### src/rtl/pcu_pkg.sv
package pcu_pkg;

    // Source chosen for the next program counter value
    typedef enum logic [2:0] {
        SRC_HOLD = 3'd0,
        SRC_INC  = 3'd1,
        SRC_LOW  = 3'd2,
        SRC_JMP  = 3'd3,
        SRC_RET  = 3'd4,
        SRC_RST  = 3'd5
    } pc_src_e;

endpackage

### src/rtl/pcu_arb.sv
module pcu_arb
    import pcu_pkg::*;
(
    input  logic    rst,
    input  logic    ret_en,
    input  logic    jmp_en,
    input  logic    lo_wr_en,
    input  logic    inc_en,
    output pc_src_e src
);

    // Fixed priority: reset, return, jump, low-byte write, increment
    always_comb begin
        if (rst)           src = SRC_RST;
        else if (ret_en)   src = SRC_RET;
        else if (jmp_en)   src = SRC_JMP;
        else if (lo_wr_en) src = SRC_LOW;
        else if (inc_en)   src = SRC_INC;
        else               src = SRC_HOLD;
    end

endmodule

### src/rtl/pcu_addr.sv
module pcu_addr
    import pcu_pkg::*;
#(
    parameter int PC_W  = 13,
    parameter int LO_W  = 8,
    parameter int IMM_W = 11,
    localparam int HI_W   = PC_W - LO_W,
    localparam int PAGE_W = PC_W - IMM_W
) (
    input  pc_src_e           src,
    input  logic [PC_W-1:0]   pc_cur,
    input  logic [HI_W-1:0]   lat_cur,
    input  logic [IMM_W-1:0]  jmp_tgt,
    input  logic [LO_W-1:0]   lo_wr_data,
    input  logic [PC_W-1:0]   ret_addr,
    output logic [PC_W-1:0]   pc_nxt
);

    logic [PAGE_W-1:0] page_bits;
    logic [PC_W-1:0]   pc_inc;

    // Page bits are the top PAGE_W bits of the latch
    assign page_bits = lat_cur[HI_W-1 -: PAGE_W];
    // Natural modulo-2^PC_W wrap
    assign pc_inc    = pc_cur + {{(PC_W-1){1'b0}}, 1'b1};

    always_comb begin
        unique case (src)
            SRC_RST:  pc_nxt = '0;
            SRC_RET:  pc_nxt = ret_addr;
            SRC_JMP:  pc_nxt = {page_bits, jmp_tgt};
            SRC_LOW:  pc_nxt = {lat_cur, lo_wr_data};
            SRC_INC:  pc_nxt = pc_inc;
            default:  pc_nxt = pc_cur;
        endcase
    end

endmodule

### src/rtl/pc_paged_unit.sv
module pc_paged_unit
    import pcu_pkg::*;
#(
    parameter int PC_W  = 13,
    parameter int LO_W  = 8,
    parameter int IMM_W = 11,
    localparam int HI_W = PC_W - LO_W
) (
    input  logic              clk,
    input  logic              rst,
    input  logic              inc_en,
    input  logic              jmp_en,
    input  logic [IMM_W-1:0]  jmp_tgt,
    input  logic              lo_wr_en,
    input  logic [LO_W-1:0]   lo_wr_data,
    input  logic              ret_en,
    input  logic [PC_W-1:0]   ret_addr,
    input  logic              lat_wr_en,
    input  logic [HI_W-1:0]   lat_wr_data,
    output logic [PC_W-1:0]   pc_o,
    output logic [LO_W-1:0]   lo_rd_o
);

    typedef struct packed {
        logic [PC_W-1:0] pc;
        logic [HI_W-1:0] lat;
    } pcu_state_t;

    pcu_state_t      st_d, st_q;
    pc_src_e         src;
    logic [PC_W-1:0] pc_nxt;
    logic [HI_W-1:0] lat_q;

    assign lat_q = st_q.lat;

    pcu_arb u_arb (
        .rst      (rst),
        .ret_en   (ret_en),
        .jmp_en   (jmp_en),
        .lo_wr_en (lo_wr_en),
        .inc_en   (inc_en),
        .src      (src)
    );

    pcu_addr #(
        .PC_W  (PC_W),
        .LO_W  (LO_W),
        .IMM_W (IMM_W)
    ) u_addr (
        .src        (src),
        .pc_cur     (st_q.pc),
        .lat_cur    (st_q.lat),
        .jmp_tgt    (jmp_tgt),
        .lo_wr_data (lo_wr_data),
        .ret_addr   (ret_addr),
        .pc_nxt     (pc_nxt)
    );

    // Next-state process
    always_comb begin
        st_d    = st_q;
        st_d.pc = pc_nxt;
        if (rst)            st_d.lat = '0;
        else if (lat_wr_en) st_d.lat = lat_wr_data;
    end

    // State register
    always_ff @(posedge clk) begin
        st_q <= st_d;
    end

    assign pc_o    = st_q.pc;
    assign lo_rd_o = st_q.pc[LO_W-1:0];

endmodule

### config.mk
export PLATFORM = sky130hd
export DESIGN_NAME = pc_paged_unit
export DESIGN_NICKNAME = d
export VERILOG_FILES = /design/src/rtl/pcu_pkg.sv /design/src/rtl/pcu_arb.sv /design/src/rtl/pcu_addr.sv /design/src/rtl/pc_paged_unit.sv
export SDC_FILE = /design/constraint.sdc
export NUM_CORES = 1
export LEC_CHECK = 0
export ABC_AREA = 0
export BUFFER_PORTS_ARGS = -buffer_cell sky130_fd_sc_hd__buf_2
export CORE_UTILIZATION = 44
export CTS_CLUSTER_DIAMETER = 150
export CTS_CLUSTER_SIZE = 25
export DETAILED_ROUTE_END_ITERATION = 7
export HOLD_SLACK_MARGIN = 0.03
export PLACE_DENSITY = 0.82
export SETUP_SLACK_MARGIN = 0.05
export SLEW_MARGIN = 20
export SYNTH_ARGS = -nofsm -noshare
export SYNTH_HDL_FRONTEND = slang
export SYNTH_SLANG_ARGS = --single-unit
### constraint.sdc
create_clock -name clk -period 1.6 [get_ports clk]
set_clock_uncertainty 0.05 [all_clocks]
set_input_delay 0.16 -clock clk [delete_from_list [all_inputs] [get_ports clk]]
set_output_delay 0.16 -clock clk [all_outputs]
set_load 0.005 [all_outputs]
==> impl.org, run 1 <==
** Logic synthesis
- Portion of the post-synthesis area used by sequential elements :: 40.2%
- Number of instances in the synthesized netlist :: 119
- A synthesized cell averages 10.3 sq um.
- Netlist area before placement :: 1220 sq um
- Post-Syn Nets :: 164
- Total of warnings raised by yosys :: 0
- Count of state elements after synthesis :: 18
- Library cells used by synthesis :: 28

** Layout
- Cells fill 65.8% of the core in the end.
- The finished layout holds 220 standard cells, fillers aside.
- At the end of the flow, the number of nets in the layout was 236.
- Diodes inserted :: 0
- After filler insertion, the fill cell instance count of the layout stands at 225.
- From synthesis to final layout, the design area changed by 37.2%.
- The post-route netlist has 50.5% of its cells at a drive strength greater than 1.
- Post-route standard cell area excluding fillers :: 1670 sq um

** Timing
- Pins over their slew limit :: 0
- Across all setup checks in the final design, the least slack found is 0.0655 ns.
- Minimum hold slack :: 0.0380 ns
- The number of endpoints with negative hold slack in the final report was 0.
- Setup total negative slack :: 0 ns
- Unrepaired setup endpoints after global routing :: true
- The routed design could run at a clock period as short as 1.53 ns.
- Derived from the worst setup path, the maximum achievable clock frequency is 0.652 GHz.
- At the pin with the least slew margin, the transition time is 0.768 ns.
- Worst max-slew margin expressed relative to the limit :: 48.7%
- Setup-violating endpoint count in the final report :: 0
- Post-route fraction of the period consumed by the critical path :: 95.9%

** Floorplan
- Horizontal die dimension :: 54.7 um
- The initialized floorplan defines 18 standard-cell rows.
- # IOs :: 65
- Overall die area :: 2990 sq um
- Initial Util :: 47.9%
- Chip Height :: 54.7 um
- After floorplanning, the core was sized to cover 2540 sq um.

** Worst setup path
- Endpoint class of the critical path :: flop
- The worst setup path is launched from a flop.
- CP Buf/Inv Count :: 0
- Critical path capture point :: pc_o[12]$_DFFE_PP_
- The critical path is of the flop to flop type.
- Worst setup startpoint :: pc_o[0]$_DFFE_PP_
- Gate family responsible for the most delay along the worst path :: flip-flops
- The largest individual stage delay along the critical path comes from the cell sky130_fd_sc_hd__edfxtp_1.
- Max FO, Critical Path :: 4
- The endpoint identified for the worst register-to-register timing path is pc_o[12]$_DFFE_PP_.
- Cell Chain, Critical Path :: ha_4 -> nand2_4 -> nor4_4 -> xnor2_1 -> o22ai_2
- Data arrives at the worst endpoint at 1.55 ns.
- In this design, the stage delay of the slowest critical-path cell is 0.48 ns.
- Counting cells, the worst reg-to-reg path comes to 5.
- Reg-to-reg slack, setup :: 0.07 ns
- Required time reported for the critical path endpoint :: 1.62 ns
- Reg-to-Reg Start :: pc_o[0]$_DFFE_PP_
- The critical path crosses 5 cells after its start point.

** Clock tree
- CTS tree :: done
- Largest buffer count on any clock path :: 2
- Clock root buffer master :: sky130_fd_sc_hd__clkbuf_4
- For the worst-skew pair, the clock arrives at the later sink with an insertion delay of 0.30 ns.
- The clock net in this run drives a total of 18 sinks.
- In this run, CTS created clock tree buffers numbering 3.
- For this design, the CTS-stage hold fixing added 0 buffers.
- H-tree lvl count :: 1
- Clock-pin slew was measured on the worst setup and hold paths at 0.11 ns.

** Global routing
- After global routing the overflow that remains totals 0.
- Via count of the first global-routing pass :: 1062
- GRT Overall Usage :: 22.8%
- The first global-routing pass estimated 4690 um of wire.
- Entering global routing, the biggest net connects 14 pins.
- Initial antenna violation count :: 0

** Detailed routing
- For this run, design rule violations remaining after detail routing come to 0.
- For this block, the routed nets add up to 3230 um of wire.
- DRC marker count from the first detailed-route iteration :: 27
- Detail Route Antenna Nets :: 0
- Dividing the detail-routed wire length by the instance count gives 14.7 um.
- DR pass1 iterations :: 4
- After detailed routing, the number of vias per cell comes to 5.37.
- Across all layers, the routed design uses 1182 vias.

** Flow run
- Max-cap check violation count :: 0

** Placed design
- Placed instance count :: 211
- During placement, the flow inserted port buffers numbering 64.
- Summing all placed instances gives a cell area of 1580 sq um.
- Pre-CTS setup slack :: -0.228 ns
- Final GP Congestion :: 0.810
- Detailed placer's ending HPWL :: 2440 um

** Power and ir drop
- Power density normalized to cell area :: 661 nW/um^2
- Leakage power total :: 0.792 nW
- Peak supply drop :: 517 uV
- Power Total :: 1.11 mW

** Run status
- The run finished with clean final reports.

** Min path
- Worst min path class :: primary input to flop
## what timing repair did
| item | 4_1_cts | 5_1_grt |
|---|---|---|
| buffers inserted | 0 | 5 |
| hold endpoints to repair | 0 | 0 |
| resized for setup | 0 | 6 |
| setup endpoints to repair | 0 | 10 |
## layer usage
metal	routed length [um]	vias up	GRT usage [%]
met5	0	-	0
met4	64	0	11.1
met3	247	6	4.17
met2	1550	61	40.2
met1	1370	540	25.9
li1	-	575	-
## synth_stat cells
| library cell | count | area, sq um |
|---|---|---|
| sky130_fd_sc_hd__a21oi_1 | 13 | 65.1 |
| sky130_fd_sc_hd__edfxtp_1 | 13 | 390 |
| sky130_fd_sc_hd__a22o_1 | 11 | 96.3 |
| sky130_fd_sc_hd__o21ai_0 | 10 | 50.1 |
| sky130_fd_sc_hd__buf_4 | 9 | 67.6 |
| sky130_fd_sc_hd__nor2_1 | 8 | 30.0 |
| sky130_fd_sc_hd__xnor2_1 | 6 | 52.6 |
| sky130_fd_sc_hd__buf_2 | 5 | 25.0 |
| sky130_fd_sc_hd__dfxtp_1 | 5 | 100 |
| sky130_fd_sc_hd__mux2i_1 | 5 | 50.1 |
| sky130_fd_sc_hd__nand2_1 | 5 | 18.8 |
| sky130_fd_sc_hd__xor2_1 | 5 | 43.8 |
| sky130_fd_sc_hd__nand3_1 | 3 | 15.0 |
| sky130_fd_sc_hd__nor3b_1 | 3 | 22.5 |
| sky130_fd_sc_hd__nand4_1 | 2 | 12.5 |
| sky130_fd_sc_hd__nor3_1 | 2 | 10.0 |
| sky130_fd_sc_hd__nor4_4 | 2 | 42.5 |
| sky130_fd_sc_hd__o22ai_2 | 2 | 25.0 |
| sky130_fd_sc_hd__and4_2 | 1 | 10.0 |
| sky130_fd_sc_hd__clkbuf_1 | 1 | 3.75 |
| sky130_fd_sc_hd__ha_1 | 1 | 12.5 |
| sky130_fd_sc_hd__inv_1 | 1 | 3.75 |
| sky130_fd_sc_hd__nand3_4 | 1 | 17.5 |
| sky130_fd_sc_hd__nand3b_1 | 1 | 7.51 |
| sky130_fd_sc_hd__nand4_4 | 1 | 21.3 |
| sky130_fd_sc_hd__nor2b_1 | 1 | 6.26 |
| sky130_fd_sc_hd__nor4b_2 | 1 | 15.0 |
| sky130_fd_sc_hd__o21ai_1 | 1 | 5.00 |
## where the power goes
| group | total [mW] | switching (mW) | internal (mW) |
|---|---|---|---|
| clock | 0.249 | 0.152 | 0.0972 |
| combinational | 0.277 | 0.122 | 0.155 |
| sequential | 0.580 | 0.0416 | 0.539 |
| total | 1.11 | 0.315 | 0.791 |
## area by class of cell
cell class	count	area (sq um)	area share, %
clock buffer	4	26.3	1.57
inverter	1	3.75	0.224
multi-input combinational	85	661	39.5
sequential	18	490	29.3
tap	30	37.5	2.24
timing repair buffer	82	455	27.2
## worst min-delay path: stages
cell and delay [ns]:
sky130_fd_sc_hd__buf_2 0.08, sky130_fd_sc_hd__mux2i_1 0.05, sky130_fd_sc_hd__nor2_1 0.07
## cells by family after synthesis
family	synth area share, %
multiplexers	4.10
buffers and inverters	8.20
XOR/XNOR	7.90
AO/OA/AOI/OAI	19.8
AND/OR/NAND/NOR	18.8
adder cells (fa/ha/maj)	1.03
flip-flops	40.2
## sequential cells by signal, indices dropped and copies added (netlist names)
name	cells
pc_o	13
lat_q	5
## worst min-delay path by stage
| stage | slack (ns) | endpoint | from | cells past startpoint |
|---|---|---|---|---|
| floorplan | 0.26 | lat_q[3]$_SDFFE_PP0P_ | lat_wr_data[3] | 2 |
| global route | 0.07 | lat_q[0]$_SDFFE_PP0P_ | lat_wr_data[0] | 3 |
| CTS | 0.04 | lat_q[3]$_SDFFE_PP0P_ | lat_wr_data[3] | 3 |
| detailed placement | 0.35 | lat_q[3]$_SDFFE_PP0P_ | lat_wr_data[3] | 3 |
| finish | 0.04 | lat_q[3]$_SDFFE_PP0P_ | lat_wr_data[3] | 3 |
| global placement | 0.35 | lat_q[1]$_SDFFE_PP0P_ | lat_wr_data[1] | 3 |
## layout by cell type (no fill, tap or decap), types with 2 or more instances in the layout
cell type,count
sky130_fd_sc_hd__mux2i_1,5
sky130_fd_sc_hd__nand3_1,3
sky130_fd_sc_hd__a22o_1,11
sky130_fd_sc_hd__o22ai_2,2
sky130_fd_sc_hd__buf_2,64
sky130_fd_sc_hd__a21oi_1,13
sky130_fd_sc_hd__nor3b_1,3
sky130_fd_sc_hd__xnor2_1,6
sky130_fd_sc_hd__xor2_1,5
sky130_fd_sc_hd__nand4_1,2
sky130_fd_sc_hd__buf_4,18
sky130_fd_sc_hd__clkbuf_4,3
sky130_fd_sc_hd__o21ai_0,10
sky130_fd_sc_hd__nor2_1,8
sky130_fd_sc_hd__edfxtp_1,13
sky130_fd_sc_hd__nor4_4,2
sky130_fd_sc_hd__nor3_1,2
sky130_fd_sc_hd__nand2_1,3
sky130_fd_sc_hd__dfxtp_1,5
(Power assumes the default switching activity.)
==> run 2: changes to the inputs <==
--- a/config.mk
+++ b/config.mk
@@ -7,6 +7,7 @@
 export LEC_CHECK = 0
 export ABC_AREA = 0
 export BUFFER_PORTS_ARGS = -buffer_cell sky130_fd_sc_hd__buf_2
+export CORE_ASPECT_RATIO = 0.6
 export CORE_UTILIZATION = 44
 export CTS_CLUSTER_DIAMETER = 150
 export CTS_CLUSTER_SIZE = 25
==> run 2 against run 1 <==
Effect of this change: worst setup slack improved by 0.039 ns; global-route usage is 0.49 points higher; die area rose by 0.22%; maximum frequency is 2.6% higher; sequential power is essentially flat; worst hold slack better by 0.062 ns; total power grew 8.3%; sequential share of layout area fell by 0.75 points; largest cell class unchanged; largest power group unchanged; highest routed layer unchanged.
==> impl.org, run 2 (same netlist as run 1, synthesis figures left out) <==
** Run status
- Run status :: finished clean

** Floorplan
- The chip height is 42.8 um (-22%).
- # IOs :: 65 (unchanged)
- Area of the placeable core :: 2560 sq um (+0.49%)
- The total number of placement rows was 14 (-4).
- The overall die width is 70.0 um (+28%).
- Initial Util :: 47.7% (-0.23 points)
- Overall die area :: 2990 sq um (+0.22%)

** Global routing
- The global-route congestion overflow total came to 0 (unchanged).
- The first-pass GRT wire length came to 5330 um (+14%).
- Via count of the first global-routing pass :: 1121 (+5.6%)
- The initial antenna violation count is 0 (unchanged).
- GRT Overall Usage :: 23.3% (+0.49 points)
- The pin count of the biggest net entering global routing is 14 (unchanged).

** Layout
- Commonest non-fill, non-tap cell in the layout :: sky130_fd_sc_hd__buf_2
- The number of nets at the end of the flow is 239 (+1.3%).
- The number of flip-flops under the largest register name came to 13 (unchanged).
- Fraction of layout instances using a drive strength above 1 :: 51.8% (+1.3 points)
- Leaving out fill and tap cells, the most frequent cells in the layout are sky130_fd_sc_hd__buf_2 (64), sky130_fd_sc_hd__buf_4 (21), sky130_fd_sc_hd__a21oi_1 (13), sky130_fd_sc_hd__edfxtp_1 (13), sky130_fd_sc_hd__a22o_1 (11).
- Synthesis-to-finish area growth :: 40.8%
- The antenna cell count came to 0 (unchanged).

** Timing
- The worst hold-check slack was 0.100 ns (+0.0620 ns).
- Transition time at the pin with the least slew margin :: 0.678 ns (-0.0898 ns)
- Final count of hold timing violations :: 0 (unchanged)
- The final cycle utilization of the critical path is 93.5% (-2.4 points).
- The setup violation total in the final timing report came to 0 (unchanged).
- The minimum clock period is 1.50 ns (-0.0387 ns).
- Setup repair after global routing could not meet its margin everywhere.
- Worst max-slew margin expressed relative to the limit :: 54.7% (+6.0 points)
- Pins over their slew limit :: 0 (unchanged)
- The maximum achievable frequency is 0.669 GHz (+2.6%).

** Detailed routing
- DR pass1 iterations :: 4 (unchanged)
- Vias :: 1235 (+4.5%)
- DR vias/cell :: 5.49 (+2.2%)
- The number of DRC violations after detailed-routing iteration 0 came to 85 (+210%).
- Detailed-route DRC error count :: 0 (unchanged)
- Detail Route Antenna Nets :: 0 (unchanged)
- The average detailed-routed wire length per instance is 15.6 um (+6.2%).
- Routed WL :: 3510 um (+8.7%)

** Worst setup path
- Required time reported for the critical path endpoint :: 1.55 ns (-0.07 ns)
- STA classifies the critical path startpoint as a flop.
- The worst setup path is of the flop to flop kind.
- Worst endpoint data arrival time :: 1.45 ns (-0.10 ns)
- Endpoint class of the critical path :: flop
- The largest fanout on the critical path was 3 (-1).

** Power and ir drop
- The leakage power of the design is 0.806 nW (+1.8%).
- The power per cell area came to 697 nW/um^2 (+5.5%).
- Power Total :: 1.20 mW (+8.3%)
- Peak supply drop :: 536 uV (+3.6%)

** Clock tree
- Number of buffers created by CTS :: 3 (unchanged)
- The largest buffer count on any clock path came to 2 (unchanged).
- Num Clock Sinks :: 18 (unchanged)
- The clock-pin slew of the registers on the worst-case setup and hold paths was 0.07 ns (-0.04 ns).
- TritonCTS built the clock tree.
- Clock insertion delay at the later pin of the skew report :: 0.25 ns (-0.05 ns)
- Number of hold-repair buffers added at the cts stage :: 0 (unchanged)
- The H-tree depth reported by CTS is 1 (unchanged).
- In this run the clock root is driven by a sky130_fd_sc_hd__clkbuf_8.

** Placed design
- Final GP Congestion :: 0.820 (+1.3%)
- The total of buffers placed on input and output ports was 64 (unchanged).
- The half-perimeter wire length after detailed placement is 2700 um (+11%).

** Flow run
- Max-cap check violation count :: 0 (unchanged)

** Min path
- Worst min path class :: primary input to flop
run 2: cell types whose count changed in the layout (fill, tap and decap cells not counted), moves of 2 or more:
cell / delta
sky130_fd_sc_hd__clkbuf_8: +3
sky130_fd_sc_hd__nand2_1: +2
sky130_fd_sc_hd__buf_4: +3
sky130_fd_sc_hd__clkbuf_4: -3
run 2: report_power, final:
part	total [mW]	switching, mW	internal, mW	leakage, nW
clock network	0.325	0.155	0.171	0.0231
logic	0.295	0.133	0.163	0.590
registers	0.577	0.0377	0.539	0.193
total	1.20	0.325	0.872	0.806
run 2: final cells by class:
cell class                      count  area [sq um]
Fill cell                         194           840
Multi-Input combinational cell     85           661
Sequential cell                    18           490
Timing Repair Buffer               85           478
Clock buffer                        3          41.3
Tap cell                           32          40.0
Clock inverter                      1          3.75
Inverter                            1          3.75
run 2: stage by stage:
step / setup TNS, ns / std cells / area, sq um / setup WS, ns / utilization (%)
finish: 0 / 225 / 1720 / 0.104 / 67.2
global route: 0 / 225 / 1720 / 0.0445 / 67.2
CTS: 0 / 220 / 1660 / 0.0566 / 65.0
detailed placement: -2.25 / 214 / 1590 / -0.259 / 62.1
global placement: -1.34 / 214 / 1590 / -0.143 / 62.1
floorplan: 0 / 119 / 1220 / 0.114 / -
run 2: routing by layer:
| metal | routed length (um) | share of wire, % | vias to the layer above | track usage [%] |
|---|---|---|---|---|
| li1 | - | - | 584 | - |
| met1 | 1540 | 44 | 579 | 34.0 |
| met2 | 1620 | 46 | 70 | 36.2 |
| met3 | 343 | 9.8 | 2 | 4.28 |
| met4 | 11 | 0.31 | 0 | 4.80 |
| met5 | 0 | 0 | - | 0 |
run 2: worst paths after layout:
kind                            cells past startpoint  slack, ns               endpoint                  start
worst max register to register                      5       0.10     pc_o[10]$_DFFE_PP_      pc_o[0]$_DFFE_PP_
worst min-delay path                                3       0.10  lat_q[4]$_SDFFE_PP0P_         lat_wr_data[4]
worst max-delay path                                5       0.10     pc_o[10]$_DFFE_PP_      pc_o[0]$_DFFE_PP_
worst min register to register                      2       0.46  lat_q[4]$_SDFFE_PP0P_  lat_q[4]$_SDFFE_PP0P_
run 2: repair_timing:
action / CTS / global route
pin swaps: 0 / 1
gates resized for setup: 2 / 3
setup endpoints to repair: 5 / 7
buffers inserted: 2 / 5
run 2: worst max-delay path, cell delays in order (launching register included):
cell,delay [ns]
sky130_fd_sc_hd__edfxtp_1,0.39
sky130_fd_sc_hd__ha_2,0.20
sky130_fd_sc_hd__nand2_1,0.10
sky130_fd_sc_hd__nor3_1,0.24
sky130_fd_sc_hd__xnor2_1,0.16
sky130_fd_sc_hd__o21ai_0,0.09
==> run 3: changes to the inputs <==
--- a/config.mk
+++ b/config.mk
@@ -7,11 +7,13 @@
 export LEC_CHECK = 0
 export ABC_AREA = 0
 export BUFFER_PORTS_ARGS = -buffer_cell sky130_fd_sc_hd__buf_2
+export CAP_MARGIN = 20
 export CORE_ASPECT_RATIO = 0.6
 export CORE_UTILIZATION = 44
 export CTS_CLUSTER_DIAMETER = 150
 export CTS_CLUSTER_SIZE = 25
 export DETAILED_ROUTE_END_ITERATION = 7
+export GPL_TIMING_DRIVEN = 0
 export HOLD_SLACK_MARGIN = 0.03
 export PLACE_DENSITY = 0.82
 export SETUP_SLACK_MARGIN = 0.05
==> constraint.sdc (replaced) <==
create_clock -name clk -period 1.55 [get_ports clk]
set_clock_uncertainty 0.05 [all_clocks]
set_input_delay 0.155 -clock clk [delete_from_list [all_inputs] [get_ports clk]]
set_output_delay 0.155 -clock clk [all_outputs]
set_load 0.005 [all_outputs]
==> run 3 against run 2 <==
Effect of this change: global-route usage rose by 2.4 points; clock-buffer cell count up 1; final area increased by 4.0%; sequential power is 4.5% higher; routed wire length grew 8.2%; die area did not move; sequential cell count unchanged; first-iteration DRC count grew 65%; worst setup slack worse by 0.060 ns; final cell count is 4.4% higher; clock power grew 22%; sequential share of layout area shrank 1.1 points; critical endpoint is now pc_o[7]$_DFFE_PP_; largest cell class unchanged.
==> impl.org, run 3 (same netlist as run 1, synthesis figures left out) <==
** Run status
- Run status :: finished clean

** Worst setup path
- Critical Path Start Type :: flop
- Required time reported for the critical path endpoint :: 1.50 ns (-0.05 ns)
- Gate family responsible for the most delay along the worst path :: flip-flops
- The largest fanout on the critical path is 4 (+1).
- Worst endpoint data arrival time :: 1.46 ns (about the same)
- The peak per-stage delay on the critical path is 0.48 ns (+0.09 ns).
- The worst setup path is of the flop to flop kind.
- Endpoint class of the critical path :: flop
- On the critical path, the stage with the largest delay is an instance of sky130_fd_sc_hd__edfxtp_1.
- The total buffers and inverters traversed by the critical path was 0 (unchanged).
- Cell Chain, Critical Path :: and4_2 -> nand4_1 -> xor2_1 -> o21ai_0

** Global routing
- The global-route congestion overflow total is 0 (unchanged).
- The number of global-route vias before repair is 1191 (+6.2%).
- The first-pass GRT wire length is 5690 um (+6.6%).
- The overall track demand over capacity in global routing was 25.7% (+2.4 points).
- Largest net degree at the start of global routing :: 14 (unchanged)
- Initial antenna violation count :: 0 (unchanged)

** Detailed routing
- Detail Route Antenna Nets :: 0 (unchanged)
- DR pass1 iterations :: 4 (unchanged)
- The total DRC errors in the routed layout is 0 (unchanged).
- The total wire length was 3800 um (+8.2%).
- The average detailed-routed wire length per instance came to 16.2 um (+3.6%).
- Vias :: 1301 (+5.3%)
- DR vias/cell :: 5.54 (+0.86%)
- The number of DRC violations after detailed-routing iteration 0 was 140 (+65%).

** Floorplan
- The standard cell core area came to 2560 sq um (unchanged).
- Chip Height :: 42.8 um (unchanged)
- The die area was 2990 sq um (unchanged).
- Initial Util :: 47.7% (unchanged)
- Horizontal die dimension :: 70.0 um (unchanged)
- The total number of placement rows was 14 (unchanged).
- The top-level port count was 65 (unchanged).

** Timing
- Tmin final :: 1.51 ns (+0.00979 ns)
- Post-route fraction of the period consumed by the critical path :: 97.1% (+3.6 points)
- Worst max-slew margin expressed relative to the limit :: 74.1% (+19 points)
- Unrepaired setup endpoints after global routing :: true
- Timing-limited maximum frequency :: 0.664 GHz (-0.65%)
- Setup-violating endpoint count in the final report :: 0 (unchanged)
- The slew at the pin closest to its max-slew limit was 0.389 ns (-0.289 ns).
- Final count of hold timing violations :: 0 (unchanged)
- Setup total negative slack :: 0 ns (unchanged)
- Pins over their slew limit :: 0 (unchanged)

** Clock tree
- Clock slew at reported path FFs :: 0.07 ns (about the same)
- The largest buffer count on any clock path was 2 (unchanged).
- TritonCTS built the clock tree.
- The total clock buffers created by CTS was 3 (unchanged).
- The number of buffers added to fix hold violations after cts came to 0 (unchanged).
- Num Clock Sinks :: 18 (unchanged)
- The H-tree depth reported by CTS was 1 (unchanged).
- CTS placed an instance of sky130_fd_sc_hd__clkbuf_8 at the clock tree root.
- Clock insertion delay at the later pin of the skew report :: 0.26 ns (about the same)

** Placed design
- The number of placed instances, taps included came to 213 (-0.47%).
- Final GP Congestion :: 0.835 (+1.8%)
- The half-perimeter wire length after detailed placement was 2560 um (-5.0%).
- Buffers added on ports :: 62 (-3.1%)

** Layout
- Synthesis-to-finish area growth :: 46.5%
- Diodes inserted :: 0 (unchanged)
- The number of flip-flops under the largest register name was 13 (unchanged).
- Count of fill cells added during filler insertion :: 192 (-1.0%)
- Fraction of layout instances using a drive strength above 1 :: 53.7% (+1.9 points)
- The final instance count without filler cells was 235 (+4.4%).
- # nets final :: 249 (+4.2%)
- The top cell types in the final layout, fill and taps aside, are sky130_fd_sc_hd__buf_2 (67), sky130_fd_sc_hd__buf_4 (26), sky130_fd_sc_hd__a21oi_1 (13), sky130_fd_sc_hd__edfxtp_1 (13), sky130_fd_sc_hd__a22o_1 (11).
- Commonest non-fill, non-tap cell in the layout :: sky130_fd_sc_hd__buf_2

** Power and ir drop
- Peak supply drop :: 481 uV (-10%)
- The power per cell area came to 747 nW/um^2 (+7.2%).
- Leakage power total :: 0.848 nW (+5.3%)

** Min path
- In this run the worst hold path is classified as primary input to flop.

** Flow run
- The number of maximum-capacitance violations is 0 (unchanged).
-- run 3: repair_timing --
| item | in CTS | in global routing |
|---|---|---|
| setup buffers | 12 | 6 |
| gates resized for setup | 1 | 4 |
| pin swaps | 0 | 4 |
| cloned | 0 | 0 |
| endpoints found under the setup margin | 5 | 8 |
-- run 3: power breakdown --
group | switching [mW] | internal (mW)
Combinational | 0.144 | 0.192
Sequential | 0.0461 | 0.557
Clock | 0.170 | 0.226
-- run 3: stage by stage --
step | setup slack, ns | util, % | hold slack [ns] | power (mW) | cell area (sq um)
after floorplan | 0.0636 | - | 0.252 | 0.739 | 1220
after global placement | -0.0824 | 61.4 | 0.342 | 0.857 | 1570
after detailed placement | -0.0827 | 61.4 | 0.356 | 0.871 | 1570
after CTS | 0.0476 | 67.2 | 0.0957 | 1.30 | 1720
after global routing | -0.0494 | 69.9 | 0.124 | 1.39 | 1790
final | 0.0444 | 69.9 | 0.0954 | 1.33 | 1790
-- run 3: worst register-to-register path, cell delays in order (launching register included) --
cell and delay [ns]:
sky130_fd_sc_hd__edfxtp_1 0.48, sky130_fd_sc_hd__and4_2 0.31, sky130_fd_sc_hd__nand4_1 0.11, sky130_fd_sc_hd__xor2_1 0.20, sky130_fd_sc_hd__o21ai_0 0.10
-- run 3: layout make-up --
| cell class | instances | area (sq um) | share of cell area (%) |
|---|---|---|---|
| flip-flops and latches | 18 | 490 | 27.5 |
| plain buffers | 15 | 96.3 | 5.39 |
| clock buffers | 4 | 55.1 | 3.08 |
| inverters | 1 | 3.75 | 0.210 |
| repair buffers | 80 | 449 | 25.1 |
| multi-input cells | 85 | 652 | 36.5 |
| well taps | 32 | 40.0 | 2.24 |
-- run 3: path summary, 6_finish.rpt --
path,startpoint,endpoint,slack [ns],cells past startpoint
setup reg to reg,pc_o[3]$_DFFE_PP_,pc_o[7]$_DFFE_PP_,0.04,4
setup / recovery,pc_o[3]$_DFFE_PP_,pc_o[7]$_DFFE_PP_,0.04,4
hold reg to reg,lat_q[3]$_SDFFE_PP0P_,lat_q[3]$_SDFFE_PP0P_,0.47,2
hold / removal,lat_wr_data[3],lat_q[3]$_SDFFE_PP0P_,0.1,3
-- run 3: layer usage --
metal	global-route usage (%)	part of all wire, %
met3	6.65	9.8
met4	11.6	3.1
met2	42.1	47
met5	0	0
met1	32.1	40
